==> config.mk <==
export PLATFORM = sky130hd
export DESIGN_NAME = mbu_unpacker
export DESIGN_NICKNAME = d
export VERILOG_FILES = /design/src/rtl/mbu_pkg.sv /design/src/rtl/mbu_hdr_ctrl.sv /design/src/rtl/mbu_coef_split.sv /design/src/rtl/mbu_unpacker.sv
export SDC_FILE = /design/constraint.sdc
export NUM_CORES = 1
export LEC_CHECK = 0
export ABC_CLOCK_PERIOD_IN_PS = 2300
export BUFFER_PORTS_ARGS = -buffer_cell sky130_fd_sc_hd__buf_4
export CELL_PAD_IN_SITES_DETAIL_PLACEMENT = 1
export CELL_PAD_IN_SITES_GLOBAL_PLACEMENT = 1
export CORE_MARGIN = 4
export CORE_UTILIZATION = 44
export CTS_BUF_LIST = sky130_fd_sc_hd__clkbuf_4
export DETAILED_ROUTE_END_ITERATION = 10
export GPL_TIMING_DRIVEN = 0
export HOLD_SLACK_MARGIN = 0.06
export PLACE_DENSITY = 0.92
export SYNTH_ARGS = -nofsm -noshare
export SYNTH_HDL_FRONTEND = slang
export SYNTH_SLANG_ARGS = --single-unit
==> constraint.sdc <==
create_clock -name clk -period 2.3 [get_ports clk]
set_clock_uncertainty 0.2 [all_clocks]
set_input_delay 0.115 -clock clk [delete_from_list [all_inputs] [get_ports clk]]
set_output_delay 0.115 -clock clk [all_outputs]
set_load 0.05 [all_outputs]
==> src/rtl/mbu_pkg.sv <==
package mbu_pkg;
    // Parse phases of one macroblock; the order is the header order on the bus.
    typedef enum logic [2:0] {
        PH_QADDR = 3'd0,
        PH_IADDR = 3'd1,
        PH_CTRL  = 3'd2,
        PH_DATA  = 3'd3,
        PH_DRAIN = 3'd4
    } mbu_phase_e;

    localparam int unsigned MBU_BLOCKS_DEF  = 6;
    localparam int unsigned MBU_BLOCK_N_DEF = 64;
    localparam int unsigned MBU_COL_LEN_DEF = 8;
endpackage

==> src/rtl/mbu_hdr_ctrl.sv <==
module mbu_hdr_ctrl
    import mbu_pkg::*;
#(
    parameter int unsigned BUS_W        = 32,
    parameter int unsigned QP_W         = 5,
    parameter int unsigned INTRA_BIT    = 5,
    parameter int unsigned WORDS_PER_MB = 192,
    parameter bit          SELF_RELEASE = 1'b1
) (
    input  logic             clk,
    input  logic             rst_n,
    input  logic             fifo_empty_i,
    input  logic             fifo_av_i,
    input  logic [BUS_W-1:0] fifo_data_i,
    input  logic             split_free_i,
    input  logic             split_busy_i,
    output logic             fifo_re_o,
    output logic             split_load_o,
    output logic [BUS_W-1:0] quant_addr_o,
    output logic [BUS_W-1:0] idct_addr_o,
    output logic [QP_W-1:0]  qp_o,
    output logic             intra_o,
    output logic             load_qp_o,
    output logic             mb_ready_o
);
    localparam int unsigned CNT_W = (WORDS_PER_MB > 1) ? $clog2(WORDS_PER_MB) : 1;
    localparam logic [CNT_W-1:0] LAST_WORD = CNT_W'(WORDS_PER_MB - 1);

    typedef struct packed {
        mbu_phase_e       phase;
        logic [CNT_W-1:0] cnt;
        logic [BUS_W-1:0] qaddr;
        logic [BUS_W-1:0] iaddr;
        logic [QP_W-1:0]  qp;
        logic             intra;
        logic             load_qp;
        logic             rel;
    } ctrl_t;

    ctrl_t st_d, st_q;
    logic  re_c, load_c, payload_c;

    always_comb begin
        st_d         = st_q;
        st_d.load_qp = 1'b0;
        st_d.rel     = 1'b0;
        re_c         = 1'b0;
        load_c       = 1'b0;
        unique case (st_q.phase)
            PH_QADDR, PH_IADDR, PH_CTRL: re_c = !fifo_empty_i;
            PH_DATA:                     re_c = !fifo_empty_i && split_free_i;
            default:                     re_c = 1'b0;
        endcase
        payload_c = re_c && !fifo_av_i;
        unique case (st_q.phase)
            PH_QADDR: if (payload_c) begin
                st_d.qaddr = fifo_data_i;
                st_d.phase = PH_IADDR;
            end
            PH_IADDR: if (payload_c) begin
                st_d.iaddr = fifo_data_i;
                st_d.phase = PH_CTRL;
            end
            PH_CTRL: if (payload_c) begin
                st_d.qp      = fifo_data_i[QP_W-1:0];
                st_d.intra   = fifo_data_i[INTRA_BIT];
                st_d.load_qp = 1'b1;
                st_d.cnt     = '0;
                st_d.phase   = PH_DATA;
            end
            PH_DATA: if (payload_c) begin
                load_c = 1'b1;
                if (st_q.cnt == LAST_WORD) begin
                    st_d.cnt   = '0;
                    st_d.phase = PH_DRAIN;
                end else begin
                    st_d.cnt = st_q.cnt + 1'b1;
                end
            end
            PH_DRAIN: if (!split_busy_i) begin
                st_d.phase = PH_QADDR;
                st_d.rel   = SELF_RELEASE;
            end
            default: st_d.phase = PH_QADDR;
        endcase
    end

    always_ff @(posedge clk or negedge rst_n) begin
        if (!rst_n) begin
            st_q <= '{phase: PH_QADDR, default: '0};
        end else begin
            st_q <= st_d;
        end
    end

    assign fifo_re_o    = re_c;
    assign split_load_o = load_c;
    assign quant_addr_o = st_q.qaddr;
    assign idct_addr_o  = st_q.iaddr;
    assign qp_o         = st_q.qp;
    assign intra_o      = st_q.intra;
    assign load_qp_o    = st_q.load_qp;
    assign mb_ready_o   = st_q.rel;

    assert_read_nonempty_R2: assert property (@(posedge clk) disable iff (!rst_n)
        fifo_re_o |-> !fifo_empty_i);
    assert_load_single_R4: assert property (@(posedge clk) disable iff (!rst_n)
        load_qp_o |=> !load_qp_o);
    assert_qp_only_on_load_R4: assert property (@(posedge clk) disable iff (!rst_n)
        !$stable({qp_o, intra_o}) |-> load_qp_o);
    assert_drain_no_read_R7: assert property (@(posedge clk) disable iff (!rst_n)
        (st_q.phase == PH_DRAIN) |-> !fifo_re_o);
    assert_release_after_drain_R9: assert property (@(posedge clk) disable iff (!rst_n)
        mb_ready_o |-> (SELF_RELEASE && $past(!split_busy_i)));
endmodule

==> src/rtl/mbu_coef_split.sv <==
module mbu_coef_split #(
    parameter int unsigned COEF_W  = 9,
    parameter int unsigned COL_LEN = 8
) (
    input  logic              clk,
    input  logic              rst_n,
    input  logic              load_i,
    input  logic [COEF_W-1:0] lo_i,
    input  logic [COEF_W-1:0] hi_i,
    input  logic              col_ready_i,
    output logic              free_o,
    output logic              busy_o,
    output logic [COEF_W-1:0] coef_o,
    output logic              wr_o
);
    localparam int unsigned COL_W = (COL_LEN > 1) ? $clog2(COL_LEN) : 1;
    localparam logic [COL_W-1:0] COL_LAST = COL_W'(COL_LEN - 1);

    typedef struct packed {
        logic [COEF_W-1:0] lo;
        logic [COEF_W-1:0] hi;
        logic              hold;
        logic              upper;
        logic [COL_W-1:0]  col;
    } split_t;

    split_t sp_d, sp_q;
    logic   fire_c;

    always_comb begin
        sp_d   = sp_q;
        fire_c = sp_q.hold && ((sp_q.col != '0) || col_ready_i);
        if (fire_c) begin
            sp_d.col = (sp_q.col == COL_LAST) ? '0 : sp_q.col + 1'b1;
            if (sp_q.upper) begin
                sp_d.hold  = 1'b0;
                sp_d.upper = 1'b0;
            end else begin
                sp_d.upper = 1'b1;
            end
        end
        if (load_i) begin
            sp_d.lo    = lo_i;
            sp_d.hi    = hi_i;
            sp_d.hold  = 1'b1;
            sp_d.upper = 1'b0;
        end
    end

    always_ff @(posedge clk or negedge rst_n) begin
        if (!rst_n) begin
            sp_q <= '0;
        end else begin
            sp_q <= sp_d;
        end
    end

    assign free_o = !sp_q.hold || (sp_q.upper && fire_c);
    assign busy_o = sp_q.hold;
    assign coef_o = sp_q.upper ? sp_q.hi : sp_q.lo;
    assign wr_o   = fire_c;

    assert_load_when_free_R5: assert property (@(posedge clk) disable iff (!rst_n)
        load_i |-> free_o);
    assert_low_then_high_R5: assert property (@(posedge clk) disable iff (!rst_n)
        (wr_o && !sp_q.upper) |=> (busy_o && sp_q.upper));
endmodule

==> src/rtl/mbu_unpacker.sv <==
module mbu_unpacker
    import mbu_pkg::*;
#(
    parameter int unsigned BUS_W        = 32,
    parameter int unsigned COEF_W       = 9,
    parameter int unsigned QP_W         = 5,
    parameter int unsigned INTRA_BIT    = 5,
    parameter int unsigned BLOCKS       = MBU_BLOCKS_DEF,
    parameter int unsigned BLOCK_N      = MBU_BLOCK_N_DEF,
    parameter int unsigned COL_LEN      = MBU_COL_LEN_DEF,
    parameter bit          SELF_RELEASE = 1'b1
) (
    input  logic              clk,
    input  logic              rst_n,
    input  logic              fifo_empty_i,
    input  logic              fifo_av_i,
    input  logic [BUS_W-1:0]  fifo_data_i,
    output logic              fifo_re_o,
    output logic [COEF_W-1:0] acc_data_o,
    output logic              acc_wr_o,
    input  logic              acc_col_ready_i,
    output logic [QP_W-1:0]   acc_qp_o,
    output logic              acc_intra_o,
    output logic              acc_chroma_o,
    output logic              acc_load_qp_o,
    output logic [BUS_W-1:0]  quant_addr_o,
    output logic [BUS_W-1:0]  idct_addr_o,
    output logic              mb_ready_o
);
    localparam int unsigned HALF_W       = BUS_W / 2;
    localparam int unsigned WORDS_PER_MB = (BLOCKS * BLOCK_N) / 2;
    localparam int unsigned CHK_W        = (COL_LEN > 1) ? $clog2(COL_LEN) : 1;

    logic split_free, split_busy, split_load;

    mbu_hdr_ctrl #(
        .BUS_W       (BUS_W),
        .QP_W        (QP_W),
        .INTRA_BIT   (INTRA_BIT),
        .WORDS_PER_MB(WORDS_PER_MB),
        .SELF_RELEASE(SELF_RELEASE)
    ) u_ctrl (
        .clk         (clk),
        .rst_n       (rst_n),
        .fifo_empty_i(fifo_empty_i),
        .fifo_av_i   (fifo_av_i),
        .fifo_data_i (fifo_data_i),
        .split_free_i(split_free),
        .split_busy_i(split_busy),
        .fifo_re_o   (fifo_re_o),
        .split_load_o(split_load),
        .quant_addr_o(quant_addr_o),
        .idct_addr_o (idct_addr_o),
        .qp_o        (acc_qp_o),
        .intra_o     (acc_intra_o),
        .load_qp_o   (acc_load_qp_o),
        .mb_ready_o  (mb_ready_o)
    );

    mbu_coef_split #(
        .COEF_W (COEF_W),
        .COL_LEN(COL_LEN)
    ) u_split (
        .clk        (clk),
        .rst_n      (rst_n),
        .load_i     (split_load),
        .lo_i       (fifo_data_i[COEF_W-1:0]),
        .hi_i       (fifo_data_i[HALF_W+COEF_W-1:HALF_W]),
        .col_ready_i(acc_col_ready_i),
        .free_o     (split_free),
        .busy_o     (split_busy),
        .coef_o     (acc_data_o),
        .wr_o       (acc_wr_o)
    );

    // Chroma selection is not taken from the control word.
    assign acc_chroma_o = 1'b0;

    // Independent column tally for the pacing assertion.
    logic [CHK_W-1:0] chk_col_d, chk_col_q;
    always_comb begin
        chk_col_d = chk_col_q;
        if (acc_wr_o) begin
            chk_col_d = (chk_col_q == CHK_W'(COL_LEN - 1)) ? '0 : chk_col_q + 1'b1;
        end
    end
    always_ff @(posedge clk or negedge rst_n) begin
        if (!rst_n) chk_col_q <= '0;
        else        chk_col_q <= chk_col_d;
    end

    assert_column_start_ready_R6: assert property (@(posedge clk) disable iff (!rst_n)
        (acc_wr_o && chk_col_q == '0) |-> acc_col_ready_i);
    assert_no_write_while_reading_header_R7: assert property (@(posedge clk) disable iff (!rst_n)
        acc_load_qp_o |-> !$past(acc_wr_o));
endmodule

==> summary.md, run 1 <==
| Metric | Value |
|---|---|
| Syn-to-layout area delta | `35.59%` |
| Total Neg Setup Slack | `-0.02159 ns` |
| Htree depth | `3` |
| Antenna cells | `0` |
| CTS tree | `done` |
| Placer Congestion | `0.8184` |
| Layout cell share with drive strength beyond 1 | `61.57%` |
| CP cell instances | `inv_2 > ha_4 > or3b_4 > a21oi_4 > a311oi_2 > buf_6` |
| Crit-path slowest cell | `dfrtp_1` |
| Layout Cells excl Fill | `a little under 700` |
| Vias/cell | `4.897` |
| Mux share of post-synthesis cell area | `23.75%` |
| WP data required | `1.99 ns` |
| HPWL Detailed | `roughly 8400 um` |
| WS Path Type | `reg -> out` |
| Hold_ws | `0.2186 ns` |
| Final Slew Violations | `0` |
| Design Area, Final | `6693 sq um` |
| Post-route ant nets | `0` |
| GR peak layer | `met2` |
| Yosys cell types | `42` |
| Max_cap viols | `0` |
| Initial Utilization | `a little under half` |
| Net Count, Synth | `405` |
| 1st-pass router iterations | `4` |
| Status | `complete, but fails checks` |
| Sink Count | `between 100 and 150` |
| Post-synth ARST share | `100.0%` |
| Vias | `between 3,000 and 4,000` |
| Met2 usage | `a little over a third` |
| Row count | `38` |
| Pin count of the biggest net entering global routing | `107` |
| Synth Cell Area | `a little under 5000 sq um` |
| Worst-path fanout max | `5` |
| Setup slack after layout | `-0.02159 ns` |
| M1 GR Usage | `between 20% and 30%` |
| Failing checks | `setup timing` |
| Worst hold path type | `in -> reg` |
| Largest family of logic cells by synthesized area | `multiplexers` |
| Final Cycle Share | `100.9%` |
| Count of final setup violators | `1` |
| Met3 usage | `5.836%` |
| DP Cell Count | `623` |
| P_leak | `0.003250 uW` |
| Clk Latency, worst-skew pair | `0.47 ns` |
| Routed WL per cell | `18.53 um` |
| Ports | `121` |
| Yosys reg bits | `106` |
| Number of flops mapped to enable cells by yosys | `0` |
| DP Area | `around 6000 sq um` |
| Unrepaired setup endpoints after global routing | `yes` |
| First-pass GRT wire length | `20,100 um` |
| Crit path DAT | `2.01 ns` |
| Min cycle time layout | `approximately 2.3 ns` |
| Endpoints failing hold | `0` |
| Critical Path Max Stage Delay | `0.43 ns` |
| Warning count from the yosys run | `0` |
| Initial antenna violation count | `0` |
| # DRC | `0` |
| Final nets | `585` |
| Sequential fraction of the synthesis area | `53.74%` |
| Ys flop type | `dfrtp_1` |
| Synth Area in Compound Gates | `under 10%` |
| XOR/XNOR Fraction of Synth Area | `0.1774%` |
| Root Driver | `clkbuf_4` |
| Post-Place Setup Slack | `-0.006946 ns` |
| Buffers & Inverters on Critical Path | `2` |
| Chip Height | `about 110 um` |
| Adder-Cell Fraction of Synth Area | `under 10%` |
| Synthesized area per cell | `13.56 sq um` |
| Drt initial violations | `101` |
| Total die area | `12,980 sq um` |
| Slew headroom | `49.37%` |
| PwrDens | `approximately 1600 nW/um^2` |
| Type of origin of the critical path | `register` |
| Gr ovfl total | `0` |
| Peak supply drop | `1.439 mV` |
| Cell family with the largest share of critical-path delay | `flip-flops` |
| Critical Path Sink Type | `primary output` |
| Cells after Synth | `364` |
| CTS Buf Count | `9` |
| Worst-margin pin slew | `0.7595 ns` |
| Core area | `10,890 sq um` |
| Max clock buf depth | `2` |
| Top cell type's share of synthesized area | `~54%` |
| Fmax | `430.7 MHz` |
| Global Route Usage Sum | `roughly a fifth` |
| Die X-Extent | `113.9 um` |
| Number of port buffers | `119` |
| Area leader, netlist | `dfrtp_1` |
| CTS clk-pin slew, worst paths | `0.16 ns` |
| WL final | `12,770 um` |
| Vias in the first global route | `3,868` |
| Post-Synth Simple-Gate Area | `4.689%` |
| Synth top area cells | `dfrtp_1 (54%), mux2_2 (19%), buf_4 (11%)` |
==> stage by stage <==
stage                     utilization (%)  power [uW]
after floorplan                         -        8099
after global routing                61.47       11480
after detailed placement            55.21        9880
after CTS                           59.76       10800
final                               61.47       10930
after global placement              55.21        9633
==> report_power, final <==
group	switching (uW)	total (uW)	internal (uW)	leakage [uW]
Sequential	521	3230	2710	0.00130
Combinational	4040	6880	2830	0.00190
Clock	619	827	208	0.0000542
Total	5180	10900	5750	0.00325
==> kinds of logic after synthesis <==
family / Yosys count
XOR/XNOR: 1
other: 1
multiplexers: 100
buffers and inverters: 86
AND/OR/NAND/NOR: 38
adder cells (fa/ha/maj): 4
AO/OA/AOI/OAI: 28
flip-flops: 106
==> path summary, 6_finish.rpt <==
check                      cells after the start  slack [ns]                 endpoint                    from
max                                            6       -0.02                fifo_re_o         u_split.sp_q[0]
min                                            3        0.22          u_split.sp_q[8]         fifo_data_i[19]
max reg2reg                                    8        0.01         u_split.sp_q[13]         u_split.sp_q[0]
min reg2reg                                    1        0.32   u_ctrl.idct_addr_o[27]  u_ctrl.idct_addr_o[27]
max in group asynchronous                      4        0.88   u_ctrl.quant_addr_o[5]                   rst_n
min in group asynchronous                      3        0.32  u_ctrl.quant_addr_o[30]                   rst_n
==> repair_timing <==
item,4_1_cts,5_1_grt
hold buffers,36,1
buffers inserted,1,10
resized for setup,6,11
endpoints found under the setup margin,28,25
cloned,0,1
endpoints found under the hold margin,210,4
pin swaps,1,5
==> layer usage <==
| metal | share of wire (%) | vias up |
|---|---|---|
| met3 | 5.5 | 16 |
| li1 | - | 1560 |
| met2 | 54 | 87 |
| met5 | 0 | - |
| met1 | 39 | 1711 |
| met4 | 1.6 | 0 |
==> final cells by class <==
class	instances	area, sq um
Fill cell	1083	4195
Sequential cell	106	2653
Multi-Input combinational cell	172	1714
Timing Repair Buffer	169	1410
Buffer	81	618.1
Tap cell	140	175.2
Clock buffer	9	67.56
Clock inverter	7	36.28
Inverter	5	18.77
==> layout by cell type, fill, tap and decap left out, types with 3 or more instances in the layout <==
cell           count
nand2_1            7
mux2_4            13
dfrtp_1          106
buf_6              3
clkbuf_4           9
mux2_2            83
buf_2              6
buf_4            200
a21oi_1            3
o31ai_1            4
nor2_1             7
dlygate4sd3_1     37
nand3_1            3
a31oi_1            3
a211oi_1           3
o21ai_0            8
clkinv_1           3
inv_1              3
ha_1               3
==> cells in the mapped netlist, types with 2 or more instances <==
cell / n
a21oi_1: 4
and3_1: 2
mux2_4: 13
nand3_1: 3
nor2_1: 7
buf_2: 5
o31ai_1: 4
mux2_2: 83
nand2b_1: 2
o21ai_0: 8
a31oi_1: 3
inv_1: 5
dfrtp_1: 106
nand2_1: 8
mux2i_1: 2
nand4_1: 2
nor3_1: 2
ha_1: 4
a311oi_1: 2
nor2_2: 2
mux2_1: 2
a211oi_1: 3
buf_4: 73
==> sequential cells by signal, indices dropped and copies added (netlist names) <==
register and cells:
u_ctrl.idct_addr_o 32, u_ctrl.quant_addr_o 32, u_split.sp_q 22, u_ctrl.st_q 11, u_ctrl.qp_o 5, u_ctrl.intra_o 1, u_ctrl.load_qp_o 1, u_ctrl.mb_ready_o 1
u_split.busy_o 1
==> worst reg2reg max path, stage by stage (launching register included) <==
cell,delay (ns)
dfrtp_1,0.43
inv_2,0.09
ha_4,0.12
or3b_4,0.42
buf_4,0.16
a21o_4,0.22
nand2_8,0.11
buf_4,0.12
mux2_2,0.32
Note: power is estimated with default switching activity, not from simulation.
==> run 2: changes to the inputs <==
--- a/config.mk
+++ b/config.mk
@@ -19,3 +19,4 @@
 export SYNTH_ARGS = -nofsm -noshare
 export SYNTH_HDL_FRONTEND = slang
 export SYNTH_SLANG_ARGS = --single-unit
+export TNS_END_PERCENT = 5
==> run 2 against run 1 <==
The run still ends with setup timing left. Fmax rose by 0.13%. Clock-buffer cell count stayed put. Worst setup slack improved by 0.0030 ns. Wire length decreased by 0.74%. Critical path depth stayed put. Via count is 0.47% lower. Utilization is 0.68 points lower. Cell count down 1.0%. Final area decreased by 1.1%. Die area is the same. Sequential share of layout area is 0.44 points higher. Worst hold slack got worse by 0.0013 ns. Largest cell class unchanged.
==> summary.md, run 2 (synthesized netlist as in run 1, its figures left out) <==
| Metric | Value |
|---|---|
| Most frequent cells in the layout | `buf_4 (195), dfrtp_1 (106), mux2_2 (83)` |
| WL final | `12,670 um` |
| CP cell instances | `inv_2 > ha_4 > or3b_4 > a21oi_1 > o31ai_1 > o41ai_2` |
| Vias in the first global route | `between 3,000 and 4,000` |
| DP Area | `6011 sq um` |
| HPWL Detailed | `about 8400 um` |
| Most common cell after layout, fill and taps aside | `buf_4` |
| 1st-pass router iterations | `4` |
| Reg2Reg Depth | `6` |
| Buffers & Inverters on Critical Path | `1` |
| Vias | `3,358` |
| Status | `complete, but fails checks` |
| # DRC | `0` |
| Crit-path slowest cell | `a21oi_1` |
| Hold_ws | `between 0.2 and 0.25 ns` |
| Root Driver | `clkbuf_4` |
| Worst-margin pin slew | `0.8079 ns` |
| Slew headroom | `46.14%` |
| Antenna cells | `0` |
| Design Area, Final | `6619 sq um` |
| Setup slack after layout | `-0.01855 ns` |
| CTS Buf Count | `9` |
| Global Route Usage Sum | `around 20%` |
| Htree depth | `3` |
| Fmax | `431.3 MHz` |
| FILL cells | `1,085` |
| Row count | `38` |
| Initial antenna violation count | `0` |
| First-pass GRT wire length | `20,100 um` |
| Pin count of the biggest net entering global routing | `107` |
| Chip Height | `113.9 um` |
| Sink Count | `around 110` |
| Critical Path Max Stage Delay | `approximately 0.67 ns` |
| Post-route ant nets | `0` |
| Min-Delay Path Depth | `3` |
| Type of origin of the critical path | `register` |
| Vias/cell | `4.924` |
| Gr ovfl total | `0` |
| Stages on worst setup path | `6` |
| WP data required | `2.48 ns` |
| Unrepaired setup endpoints after global routing | `yes` |
| Final Cycle Share | `100.8%` |
| Worst hold path type | `in -> reg` |
| Die X-Extent | `113.9 um` |
| Placer Congestion | `0.8184` |
| Routed WL per cell | `18.58 um` |
| Min cycle time layout | `roughly 2.3 ns` |
| Layout cell share with drive strength beyond 1 | `61.07%` |
| Core area | `10,890 sq um` |
| Worst-path fanout max | `8` |
| Clk Latency, worst-skew pair | `~0.47 ns` |
| Number of port buffers | `119` |
| Critical Path Sink Type | `register` |
| Max clock buf depth | `2` |
| CTS tree | `done` |
| Drt initial violations | `86` |
| WS Path Type | `reg -> reg` |
| Final nets | `578` |
| Reg-to-reg slack, setup | `-0.02 ns` |
| Endpoints failing hold | `0` |
| Cell family with the largest share of critical-path delay | `compound AO/OA/AOI/OAI gates` |
| Max_cap viols | `0` |
| Count of final setup violators | `11` |
| Crit path DAT | `2.50 ns` |
| CTS clk-pin slew, worst paths | `0.16 ns` |
| Syn-to-layout area delta | `34.09%` |
| Total die area | `12,980 sq um` |
| Failing checks | `setup timing` |
| Ports | `121` |
| Initial Utilization | `45.33%` |
| Final Slew Violations | `0` |
==> run 2: cell types whose count changed in the layout (fill, tap and decap cells not counted) <==
cell,change
buf_4,-5
buf_6,-1
clkbuf_16,-1
==> run 2: worst reg2reg max path: stages (launching register included) <==
cell and delay [ns]:
dfrtp_1 0.43, inv_2 0.09, ha_4 0.12, or3b_4 0.42, a21oi_1 0.68, o31ai_1 0.21
o41ai_2 0.09
==> run 2: timing repair <==
| item | CTS | global route |
|---|---|---|
| endpoints found under the hold margin | 210 | 4 |
| setup endpoints to repair | 28 | 25 |
| pin swaps | 1 | 4 |
| buffers inserted | 1 | 4 |
| hold buffers | 36 | 1 |
| gates resized for setup | 6 | 10 |
==> run 2: layout make-up <==
| class | count | area, sq um | area share, % |
|---|---|---|---|
| Inverter | 5 | 18.77 | 0.2836 |
| Multi-Input combinational cell | 172 | 1714 | 25.90 |
| Clock buffer | 9 | 67.56 | 1.021 |
| Clock inverter | 7 | 36.28 | 0.5482 |
| Tap cell | 140 | 175.2 | 2.647 |
| Buffer | 81 | 618.1 | 9.338 |
| Timing Repair Buffer | 162 | 1336 | 20.19 |
| Sequential cell | 106 | 2653 | 40.08 |
==> run 2: path summary, 6_finish.rpt <==
check | from | endpoint
setup / recovery | u_split.sp_q[0] | u_ctrl.st_q[78]
hold / removal | fifo_data_i[27] | u_ctrl.idct_addr_o[27]
setup reg to reg | u_split.sp_q[0] | u_ctrl.st_q[78]
hold reg to reg | u_ctrl.idct_addr_o[27] | u_ctrl.idct_addr_o[27]
max in group asynchronous | rst_n | u_ctrl.quant_addr_o[28]
min in group asynchronous | rst_n | u_ctrl.quant_addr_o[30]
==> run 2: layer usage <==
layer,global-route usage [%],wire length [um]
met1,23.05,4881
met2,35.89,6899
met3,5.836,690
met4,5.938,201
met5,0,0
==> run 2: per-stage QoR <==
stage	std cells	setup slack, ns	setup TNS [ns]	utilization (%)
2_1_floorplan	364	0.2096	0	-
3_3_place_gp	623	0.05503	0	55.21
3_5_place_dp	623	-0.006946	-0.006946	55.21
4_1_cts	676	-0.04909	-0.09483	59.76
5_1_grt	682	-0.1272	-1.276	60.79
6_report	682	-0.01855	-0.1044	60.79
Power of run 2 is not shown: default switching activity piles up to over one toggle a cycle in this logic, so the estimate is an artifact.
